[src/rtl/mdio_pkg.sv]
// Shared constants for the MDIO management frame engine.
// Assumes a 32-bit frame word and a 32-bit all-ones preamble.
package mdio_pkg;
    localparam int FRAME_W   = 32;
    localparam int PRE_BITS  = 32;
    localparam int SEQ_BITS  = PRE_BITS + FRAME_W;
    localparam int IDX_W     = $clog2(SEQ_BITS);
    localparam int DATA_W    = 16;
    localparam int TA_IDX    = SEQ_BITS - DATA_W - 2;
    localparam int DATA_IDX  = SEQ_BITS - DATA_W;

    localparam logic [1:0] ADDR_CTRL  = 2'd0;
    localparam logic [1:0] ADDR_EVT   = 2'd1;
    localparam logic [1:0] ADDR_SPEED = 2'd2;
    localparam logic [1:0] ADDR_FRAME = 2'd3;

    localparam logic [1:0] OP_READ = 2'b10;
endpackage

[src/rtl/mdio_clk_gen.sv]
// MDC generator: while run is high, toggles mdc every div system clocks
// and flags the clock before each rising and falling MDC edge.
// Assumes div is non-zero and stable while run is high.
module mdio_clk_gen #(
    parameter int DIV_W = 6
) (
    input  logic             clk,
    input  logic             rst_n,
    input  logic             run,
    input  logic [DIV_W-1:0] div,
    output logic             mdc,
    output logic             rise,
    output logic             fall
);
    logic [DIV_W-1:0] cnt_q;
    logic             wrap;

    assign wrap = run && (cnt_q == div - 1'b1);
    assign rise = wrap && !mdc;
    assign fall = wrap && mdc;

    // Half-period counter and MDC toggle; idle low when not running.
    always_ff @(posedge clk) begin
        if (!rst_n || !run) begin
            cnt_q <= '0;
            mdc   <= 1'b0;
        end else if (wrap) begin
            cnt_q <= '0;
            mdc   <= ~mdc;
        end else begin
            cnt_q <= cnt_q + 1'b1;
        end
    end
endmodule

[src/rtl/mdio_frame_shifter.sv]
// Bit engine: sends preamble plus frame, one bit per MDC period, updating
// MDIO on MDC falling edges and, for reads, sampling on rising edges.
// Assumes rise/fall strobes from mdio_clk_gen and that start only arrives when idle.
module mdio_frame_shifter
    import mdio_pkg::*;
(
    input  logic               clk,
    input  logic               rst_n,
    input  logic               abort,
    input  logic               start,
    input  logic [FRAME_W-1:0] frame_in,
    input  logic               rise,
    input  logic               fall,
    input  logic               mdio_i,
    output logic               busy,
    output logic               done,
    output logic [DATA_W-1:0]  rd_data,
    output logic               mdio_o,
    output logic               mdio_oe
);
    logic [FRAME_W-1:0] fr_q;
    logic [IDX_W-1:0]   idx_q;
    logic               rd_q;
    logic [IDX_W-1:0]   idx_nx;

    assign idx_nx = idx_q + 1'b1;

    function automatic logic seq_bit(input logic [IDX_W-1:0] i, input logic [FRAME_W-1:0] f);
        if (i < IDX_W'(PRE_BITS)) return 1'b1;
        return f[~i[4:0]];
    endfunction

    // Sequencer: launch, per-fall bit advance, completion and abort.
    always_ff @(posedge clk) begin
        if (!rst_n || abort) begin
            busy    <= 1'b0;
            done    <= 1'b0;
            idx_q   <= '0;
            fr_q    <= '0;
            rd_q    <= 1'b0;
            mdio_o  <= 1'b1;
            mdio_oe <= 1'b0;
        end else begin
            done <= 1'b0;
            if (start && !busy) begin
                busy    <= 1'b1;
                idx_q   <= '0;
                fr_q    <= frame_in;
                rd_q    <= (frame_in[29:28] == OP_READ);
                mdio_o  <= 1'b1;
                mdio_oe <= 1'b1;
            end else if (busy && fall) begin
                if (idx_q == IDX_W'(SEQ_BITS - 1)) begin
                    busy    <= 1'b0;
                    done    <= 1'b1;
                    mdio_o  <= 1'b1;
                    mdio_oe <= 1'b0;
                end else begin
                    idx_q   <= idx_nx;
                    mdio_o  <= seq_bit(idx_nx, fr_q);
                    mdio_oe <= !(rd_q && idx_nx >= IDX_W'(TA_IDX));
                end
            end
        end
    end

    // Read capture: shift in the PHY data bits on MDC rising edges.
    always_ff @(posedge clk) begin
        if (!rst_n) begin
            rd_data <= '0;
        end else if (busy && rise && rd_q && idx_q >= IDX_W'(DATA_IDX)) begin
            rd_data <= {rd_data[DATA_W-2:0], mdio_i};
        end
    end

    // the line stays released for the whole data phase of a read.
    a_r4_released_in_data: assert property (@(posedge clk) disable iff (!rst_n || abort)
        (busy && rd_q && idx_q >= IDX_W'(DATA_IDX) && $stable(idx_q)) |-> !mdio_oe);
endmodule

[src/rtl/mdio_mgmt_engine.sv]
// Register front end of the MDIO master: control, event, speed and frame
// registers, soft reset, and the hookup of MDC generator and bit engine.
// Assumes a single-cycle write strobe and combinational read-back.
module mdio_mgmt_engine
    import mdio_pkg::*;
#(
    parameter int DIV_W   = 6,
    parameter int RST_LEN = 4
) (
    input  logic        clk,
    input  logic        rst_n,
    input  logic        reg_wr,
    input  logic [1:0]  reg_addr,
    input  logic [31:0] reg_wdata,
    output logic [31:0] reg_rdata,
    output logic        mdc,
    output logic        mdio_o,
    output logic        mdio_oe,
    input  logic        mdio_i
);
    localparam int RC_W = $clog2(RST_LEN + 1);

    logic [FRAME_W-1:0] frame_q;
    logic [DIV_W-1:0]   div_q;
    logic               evt_q;
    logic [RC_W-1:0]    srst_cnt;
    logic               srst_act;
    logic               eng_busy, eng_done, run, rise, fall;
    logic               frame_ok, start_go;
    logic [DATA_W-1:0]  rd_data;

    assign srst_act = (srst_cnt != '0);
    assign frame_ok = reg_wr && reg_addr == ADDR_FRAME && !eng_busy && !srst_act;
    assign start_go = frame_ok && (div_q != '0);
    assign run      = eng_busy && !srst_act;

    // Soft reset counter: loads on a control write, counts down to zero.
    always_ff @(posedge clk) begin
        if (!rst_n) srst_cnt <= '0;
        else if (srst_act) srst_cnt <= srst_cnt - 1'b1;
        else if (reg_wr && reg_addr == ADDR_CTRL && reg_wdata[0]) srst_cnt <= RC_W'(RST_LEN);
    end

    // Frame register: software load when idle, read data merge on completion.
    always_ff @(posedge clk) begin
        if (!rst_n || srst_act) frame_q <= '0;
        else if (frame_ok) frame_q <= reg_wdata;
        else if (eng_done && frame_q[29:28] == OP_READ) frame_q[DATA_W-1:0] <= rd_data;
    end

    // Speed register: divider field, writable only while idle.
    always_ff @(posedge clk) begin
        if (!rst_n || srst_act) div_q <= '0;
        else if (reg_wr && reg_addr == ADDR_SPEED && !eng_busy) div_q <= reg_wdata[DIV_W:1];
    end

    // Event register: set on completion (set wins), write-1-to-clear.
    always_ff @(posedge clk) begin
        if (!rst_n || srst_act) evt_q <= 1'b0;
        else if (eng_done) evt_q <= 1'b1;
        else if (reg_wr && reg_addr == ADDR_EVT && reg_wdata[0]) evt_q <= 1'b0;
    end

    // Read-back multiplexer.
    always_comb begin
        case (reg_addr)
            ADDR_CTRL:  reg_rdata = {30'd0, eng_busy, srst_act};
            ADDR_EVT:   reg_rdata = {31'd0, evt_q};
            ADDR_SPEED: reg_rdata = 32'({div_q, 1'b0});
            default:    reg_rdata = frame_q;
        endcase
    end

    mdio_clk_gen #(.DIV_W(DIV_W)) u_clk (
        .clk(clk), .rst_n(rst_n), .run(run), .div(div_q),
        .mdc(mdc), .rise(rise), .fall(fall)
    );

    mdio_frame_shifter u_shift (
        .clk(clk), .rst_n(rst_n), .abort(srst_act), .start(start_go),
        .frame_in(reg_wdata), .rise(rise), .fall(fall), .mdio_i(mdio_i),
        .busy(eng_busy), .done(eng_done), .rd_data(rd_data),
        .mdio_o(mdio_o), .mdio_oe(mdio_oe)
    );

    // MDC is low whenever no frame is running.
    a_r2_mdc_idle_low: assert property (@(posedge clk) disable iff (!rst_n)
        !eng_busy |-> !mdc);
    // MDIO output holds steady while MDC stays high.
    a_r3_stable_while_high: assert property (@(posedge clk) disable iff (!rst_n)
        (mdc && $past(mdc)) |-> ($stable(mdio_o) && $stable(mdio_oe)));
    // a finished frame raises the event bit on the next clock.
    a_r5_done_sets_event: assert property (@(posedge clk) disable iff (!rst_n || srst_act)
        eng_done |=> evt_q);
    // the frame register does not move while a frame is running.
    a_r6_frame_frozen: assert property (@(posedge clk) disable iff (!rst_n)
        (eng_busy && $past(eng_busy)) |-> $stable(frame_q));
    // a zero divider never has a frame in flight.
    a_r7_zero_div_idle: assert property (@(posedge clk) disable iff (!rst_n)
        (div_q == '0) |-> !eng_busy);
    // when the soft reset ends, no frame is running.
    a_r8_reset_aborts: assert property (@(posedge clk) disable iff (!rst_n)
        $fell(srst_act) |-> !eng_busy);
endmodule

[config.mk]
export PLATFORM = sky130hd
export DESIGN_NAME = mdio_mgmt_engine
export DESIGN_NICKNAME = d
export VERILOG_FILES = /design/src/rtl/mdio_pkg.sv /design/src/rtl/mdio_clk_gen.sv /design/src/rtl/mdio_frame_shifter.sv /design/src/rtl/mdio_mgmt_engine.sv
export SDC_FILE = /design/constraint.sdc
export NUM_CORES = 1
export LEC_CHECK = 0
export BUFFER_PORTS_ARGS = -buffer_cell sky130_fd_sc_hd__buf_2
export CAP_MARGIN = 15
export CORE_ASPECT_RATIO = 0.7
export CORE_MARGIN = 5
export CORE_UTILIZATION = 55
export DETAILED_ROUTE_END_ITERATION = 10
export PLACE_DENSITY = 0.85
export SLEW_MARGIN = 5
export SYNTH_ARGS = -nofsm -noshare
export SYNTH_HDL_FRONTEND = slang
export SYNTH_SLANG_ARGS = --single-unit
[constraint.sdc]
create_clock -name clk -period 2.9 [get_ports clk]
set_input_delay 0.725 -clock clk [delete_from_list [all_inputs] [get_ports clk]]
set_output_delay 0.725 -clock clk [all_outputs]
set_load 0.02 [all_outputs]
### Yosys cells after proc, flatten, opt, wreduce, memory -nomap -nowiden

Index checks and enable logic that the tools add are counted.

| storage, ports and cells | value |
|---|---|
| register bits | 108 |
| input bits | 38 |
| output and inout bits | 35 |
| logic and storage cells | 100 |

| cells by class | value |
|---|---|
| add/subtract/negate cells | 4 |
| order comparisons | 4 |
| equality and inequality tests | 7 |
| muxes and demuxes | 24 |
| bitwise operators | 4 |
| reductions and logical operators | 42 |

Operators with widths:

| operator | count |
|---|---|
| 32-bit case mux with 3 select lines | 1 |
| 16-bit 2-to-1 mux | 2 |
| 1-bit logical AND | 21 |
| 1-bit 2-to-1 mux | 18 |
| 6-bit by 1-bit adder with 6-bit output, second input constant | 2 |
| 6-bit greater-or-equal comparator, second input constant | 2 |
| 2-bit nonzero test | 5 |
| 2-bit equality test, second input constant | 4 |
| 6-bit equality test | 1 |
| 6-bit equality test, second input constant | 1 |
| 1-bit zero test | 6 |
| 5-bit by 6-bit less-than comparator with 1-bit output, second input constant | 1 |
| 6-bit less-than comparator, second input constant | 1 |
| 3-bit 2-to-1 mux | 2 |
| 6-bit nonzero test | 1 |
| 6-bit by 1-bit subtractor with 6-bit output, second input constant | 1 |
| 1-bit binary-select mux with 5-bit select | 1 |
| 5-bit NOT | 1 |
| 2-bit AND reduction | 2 |
| 2-bit OR reduction | 2 |
| 1-bit NOT | 3 |
| 3-bit nonzero test | 1 |
| 3-bit OR reduction | 1 |
| 3-bit by 1-bit subtractor with 3-bit output, second input constant | 1 |
| other kinds (3) | 4 |

### Longest topological paths before layout

| depth | value |
|---|---|
| word-level depth | 11 |
| depth in mapped cells | 11 |

### Cells and area by module

Synthesis repeated with hierarchy kept, for this count alone.

| second synthesis, totals | value |
|---|---|
| cell total of the unflattened synthesis | 577 |
| area total of the unflattened synthesis | 5,171.2 µm² |

Modules (own cells, without submodules):

| module | instances | cells each | area each (µm²) |
|---|---|---|---|
| mdio_frame_shifter | 1 | 271 | 2,532.4 |
| mdio_mgmt_engine | 1 | 254 | 2,178.3 |
| mdio_clk_gen | 1 | 52 | 460.4 |

### Least setup slack after synthesis

Ideal clock, no wire load.

| timing | value |
|---|---|
| path type | flip-flop to flip-flop |
| start | register div_q[0] |
| end | register u_shift.rd_data[10] |
| setup time | 0.116 ns |
| arrival | 2.545 ns |
| data required time | 2.784 ns |
| slack | 0.239 ns |
| cell stages (with the launch flop) | 11 |
| period minus slack after synthesis | 2.661 ns |
| cell sequence | dfxtp_1 -> inv_1 -> ha_1 -> xnor2_1 -> or4_1 -> a2111oi_4 -> and4_1 -> buf_6 -> buf_12 -> mux2i_1 -> nor2b_1 |

| between the ends | value |
|---|---|
| cells in the longest elaborated chain, start to end | 7 |

Ends and longest elaborated chain:

| what | line | text |
|---|---|---|
| from (decl) | mdio_mgmt_engine.sv:24 | `logic [DIV_W-1:0] div_q;` |
| from (signal assigned) | mdio_mgmt_engine.sv:54 | `else if (reg_wr && reg_addr == ADDR_SPEED && !eng_busy) div_q <= reg_wdata[DIV_W:1];` |
| 6-bit by 1-bit subtractor with 6-bit output | mdio_clk_gen.sv:18 | `assign wrap = run && (cnt_q == div - 1'b1);` |
| 6-bit equality test | mdio_clk_gen.sv:18 |  |
| 1-bit logical AND | mdio_clk_gen.sv:18 |  |
| 1-bit logical AND | mdio_clk_gen.sv:19 | `assign rise = wrap && !mdc;` |
| 1-bit logical AND (3 in a row) | mdio_frame_shifter.sv:71 | `end else if (busy && rise && rd_q && idx_q >= IDX_W'(DATA_IDX)) begin` |
| to (signal assigned) | mdio_frame_shifter.sv:72 | `rd_data <= {rd_data[DATA_W-2:0], mdio_i};` |
| to (decl) | mdio_frame_shifter.sv:17 | `output logic [DATA_W-1:0] rd_data,` |

No other way between the ends.
A chain may end at the register's enable or synchronous reset.

### Final worst setup path

| timing | value |
|---|---|
| start | register div_q[0] |
| end | register u_shift.idx_q[3] |

| between the ends | value |
|---|---|
| cells in the longest elaborated chain, start to end | 6 |
| elaborated cells on any way between the ends | 10 |

Ends and longest elaborated chain:

| what | line | text |
|---|---|---|
| 6-bit by 1-bit subtractor with 6-bit output | mdio_clk_gen.sv:18 |  |
| 6-bit equality test | mdio_clk_gen.sv:18 |  |
| 1-bit logical AND | mdio_clk_gen.sv:18 |  |
| 1-bit logical AND | mdio_clk_gen.sv:20 | `assign fall = wrap && mdc;` |
| 1-bit logical AND | mdio_frame_shifter.sv:52 | `end else if (busy && fall) begin` |
| 2-bit AND reduction (no line) | n/a |  |
| to (signal assigned) | mdio_frame_shifter.sv:59 | `idx_q <= idx_nx;` |
| to (decl) | mdio_frame_shifter.sv:22 | `logic [IDX_W-1:0] idx_q;` |

Parallel ways exist; a longest one is shown, timed or not.

==> run metrics <==
post-synthesis mux area share=11.9%; number of hold-slack violations in the final timing report=0; final net count=675; area used by sequential logic in the layout=0.00216 mm2; setup violation total in the final timing report=0; count of cell instances traversed by the critical path=9; setup total negative slack=0 ns; leading post-synthesis cells by instance count=108 x dfxtp_1, 105 x nand2_1, 58 x a21oi_1; data required time of the worst path=3.18 ns; Netlist cell types=49; worst-path fanout max=6; final worst-path cycle share=94.7%; P_leak=0.00230 uW; Gate power share=17.4%; sequential share of power=46.7%; Port-buffer cells=72; number of iterations in the first detailed-routing pass=5; pwr/cell area=586 mW/mm2; top cell family by delay on the critical path=simple AND/OR/NAND/NOR gates; DRC errors left=0; Synth Area in XOR/XNOR=4.00%; critical path's slowest cell=or4_1; number of clock sinks=108; cts hold-fix bufs=0; via count of the first global-routing pass=4265; GP Congestion=0.896; detail-routed net length per standard cell=16.9 um; R2R setup slack=0.15 ns; number of cells traversed by the worst hold path=2; Avg Vias per Cell=5.67; internal power consumption=2360 uW; Tightest Pin Transition=0.746 ns; Post-synth top flop=dfxtp_1; first-pass GRT wire length=21100 um; net load switching power=1020 uW; vias=4318; fraction of registers with async set/reset=0%; Placement Setup Slack=0.166 ns; area of combinational cells with multiple inputs=0.00262 mm2; vertical die dimension=89.6 um; number of setup buffers added after CTS=0; DP Wirelength=9080 um; Yosys top cell by area=dfxtp_1; Max Clk Rate=364 MHz; status=complete, no violations; antenna fix cells=0; PostCTS Resize Cnt=0; number of antenna violations at the first check in global routing=0; share of power burned in the clock network=35.9%; fraction of the mapped netlist area in compound gates=12.1%; number of placement rows=29; CP Buf/Inv Count=2; unrepaired setup endpoints after global routing=false; max-capacitance violation count=0; max_slew headroom=50.2%; global route overflow=0; Warnings, synthesis=0; Fill cells=762; worst min-delay path category=flip-flop to flip-flop; maximum number of pins on one net before global-route repair=60; area fraction in and, or, nand and nor cells after synthesis=23.1%; worst skew pair latency=0.35 ns; DRC marker count from the first detailed-route iteration=454; number of flops mapped to enable cells by yosys=0; share of layout cells above drive strength 1=18.5%; post-route clock skew=0.00748 ns; area enclosed by the die boundary=0.0111 mm2; CTS clock-pin slew for the worst setup and hold paths=0.08 ns; H-tree lvl count=3; smallest setup slack after layout=0.154 ns; switching share of power=30.2%; CTS Buf Count=9; number of buffers on the longest clock path=2; area share of fa/ha/maj cells after synthesis=1.26%; post-synthesis net count=619; largest family of logic cells by synthesized area=simple AND/OR/NAND/NOR gates; critical path start-end classification=flip-flop to flip-flop; nature of the critical path startpoint=flip-flop; effective utilization at floorplan=55.7%; placeable core region=0.00893 mm2; root buf cell=clkbuf_16; most frequent cell after synthesis=dfxtp_1; gate count after technology mapping=576; ranking of synthesized cells by area=dfxtp_1 43%, mux2i_1 10%, nand2_1 7.9%; Yosys top cell area share=43.5%; register bit total from synthesis=108; count of final max-slew check failures=0; DIE WIDTH=124 um; fraction of the yosys area taken by sequential cells=43.5%; netlist area before placement=0.00497 mm2; Area growth syn-to-layout=15.7%; number of antenna-violating nets in the routed design=0; aggregate global-route resource usage=24.3%; I/O pin count=73; worst IR drop on VDD=411 uV; worst-path cell chain=inv_1 -> ha_1 -> xnor2_1 -> or4_1 -> a2111oi_4 -> buf_4 -> nand3_2 -> or3_1 -> a21oi_1; CTS tree=yes; Avg Cell Area, Syn=8.64 um2; kind of capture point of the worst setup path=flip-flop; min Tclk post-route=2.75 ns; aggregate routed wire length=12800 um; slowest cell delay on critical path=0.60 ns; r2r worst-path depth=9; WP data arrival=3.02 ns
-- sequential cells by signal (all words and copies together) (netlist names), 3 cells and up --
signal           flops
u_shift.rd_data     16
frame_q             32
div_q                6
u_clk.cnt_q          6
u_shift.idx_q        6
u_shift.fr_q        32
srst_cnt             3
-- worst reg2reg max path, delay by kind of cell (launching register included) --
family / cells / cell delay (ns)
AO/OA/AOI/OAI: 2 / 0.38
XOR/XNOR: 1 / 0.12
adder cells (fa/ha/maj): 1 / 0.32
buffers and inverters: 2 / 0.32
flip-flops: 1 / 0.42
AND/OR/NAND/NOR: 3 / 1.13
-- through the flow --
step                      power (uW)  util [%]  cell area (um2)  hold WS (ns)  std cells
final                           3370      64.5             5760         0.454        761
after detailed placement        2190      61.1             5460         0.444        745
after floorplan                 1990         -             4970         0.426        576
after global routing            3520      64.5             5760         0.468        761
after CTS                       3390      64.4             5750         0.454        761
after global placement          2160      61.1             5460         0.439        745
-- layer usage --
layer	part of all wire, %	vias to the layer above	global-route usage [%]	routed length (um)
li1	-	2087	-	-
met1	47	2034	33.3	5970
met2	45	178	37.9	5720
met3	7.6	19	6.83	975
met4	1.2	0	6.33	158
met5	0	-	0	0
-- final cells by class --
class | instances | area share, %
Clock buffer | 10 | 4.15
Clock inverter | 6 | 0.956
Inverter | 7 | 0.456
Multi-Input combinational cell | 419 | 45.5
Sequential cell | 108 | 37.5
Tap cell | 124 | 2.69
Timing Repair Buffer | 87 | 8.65
-- power by group through the flow --
stage | sequential [uW] | clock [uW] | combinational (uW)
after global routing | 1580 | 1300 | 640
after CTS | 1570 | 1230 | 582
final | 1570 | 1210 | 587
after floorplan | 1600 | 0 | 395
after detailed placement | 1610 | 0 | 580
after global placement | 1600 | 0 | 557
-- cells in the final DEF, fill, tap and decap left out, types with 2 or more instances in the layout --
master / synthesis / routed
nand2b_1: 2 / 2
xor2_1: 7 / 7
nand3_2: 1 / 2
mux2i_1: 50 / 50
a211oi_1: 16 / 16
nor2_1: 44 / 44
mux4_2: 4 / 4
nand4_1: 2 / 2
xnor2_1: 13 / 13
nand3b_1: 3 / 3
buf_4: 0 / 13
and2_1: 2 / 2
a31oi_1: 2 / 2
nand3_1: 11 / 10
o21ai_0: 6 / 6
dfxtp_1: 108 / 108
nand2_1: 105 / 104
inv_1: 7 / 7
a21oi_1: 58 / 58
nor3_1: 4 / 4
clkinvlp_4: 0 / 2
and3_1: 28 / 28
a2111oi_0: 4 / 4
nor3b_1: 2 / 2
buf_2: 0 / 72
clkbuf_16: 0 / 9
buf_12: 1 / 2
ha_1: 5 / 5
nor2b_1: 29 / 29
inv_8: 0 / 2
-- final timing paths --
| check | from | to |
|---|---|---|
| setup reg to reg | div_q[0]$_SDFFE_PP0P_ | u_shift.idx_q[3]$_SDFFE_PP0P_ |
| setup / recovery | div_q[0]$_SDFFE_PP0P_ | u_shift.idx_q[3]$_SDFFE_PP0P_ |
| hold reg to reg | frame_q[17]$_SDFFE_PP0P_ | frame_q[17]$_SDFFE_PP0P_ |
| hold / removal | frame_q[17]$_SDFFE_PP0P_ | frame_q[17]$_SDFFE_PP0P_ |
-- logic make-up (layout without fill, tap and decap cells) --
kind of cell | after synthesis | in the layout
and+or+nand+nor | 242 | 242
DFF | 108 | 108
AOI/OAI and AO/OA | 97 | 97
muxes | 54 | 54
buffers and inverters | 49 | 110
xor gates and xnor gates | 21 | 21
adders and majority gates | 5 | 5
Power figures use the tool's default switching activity.
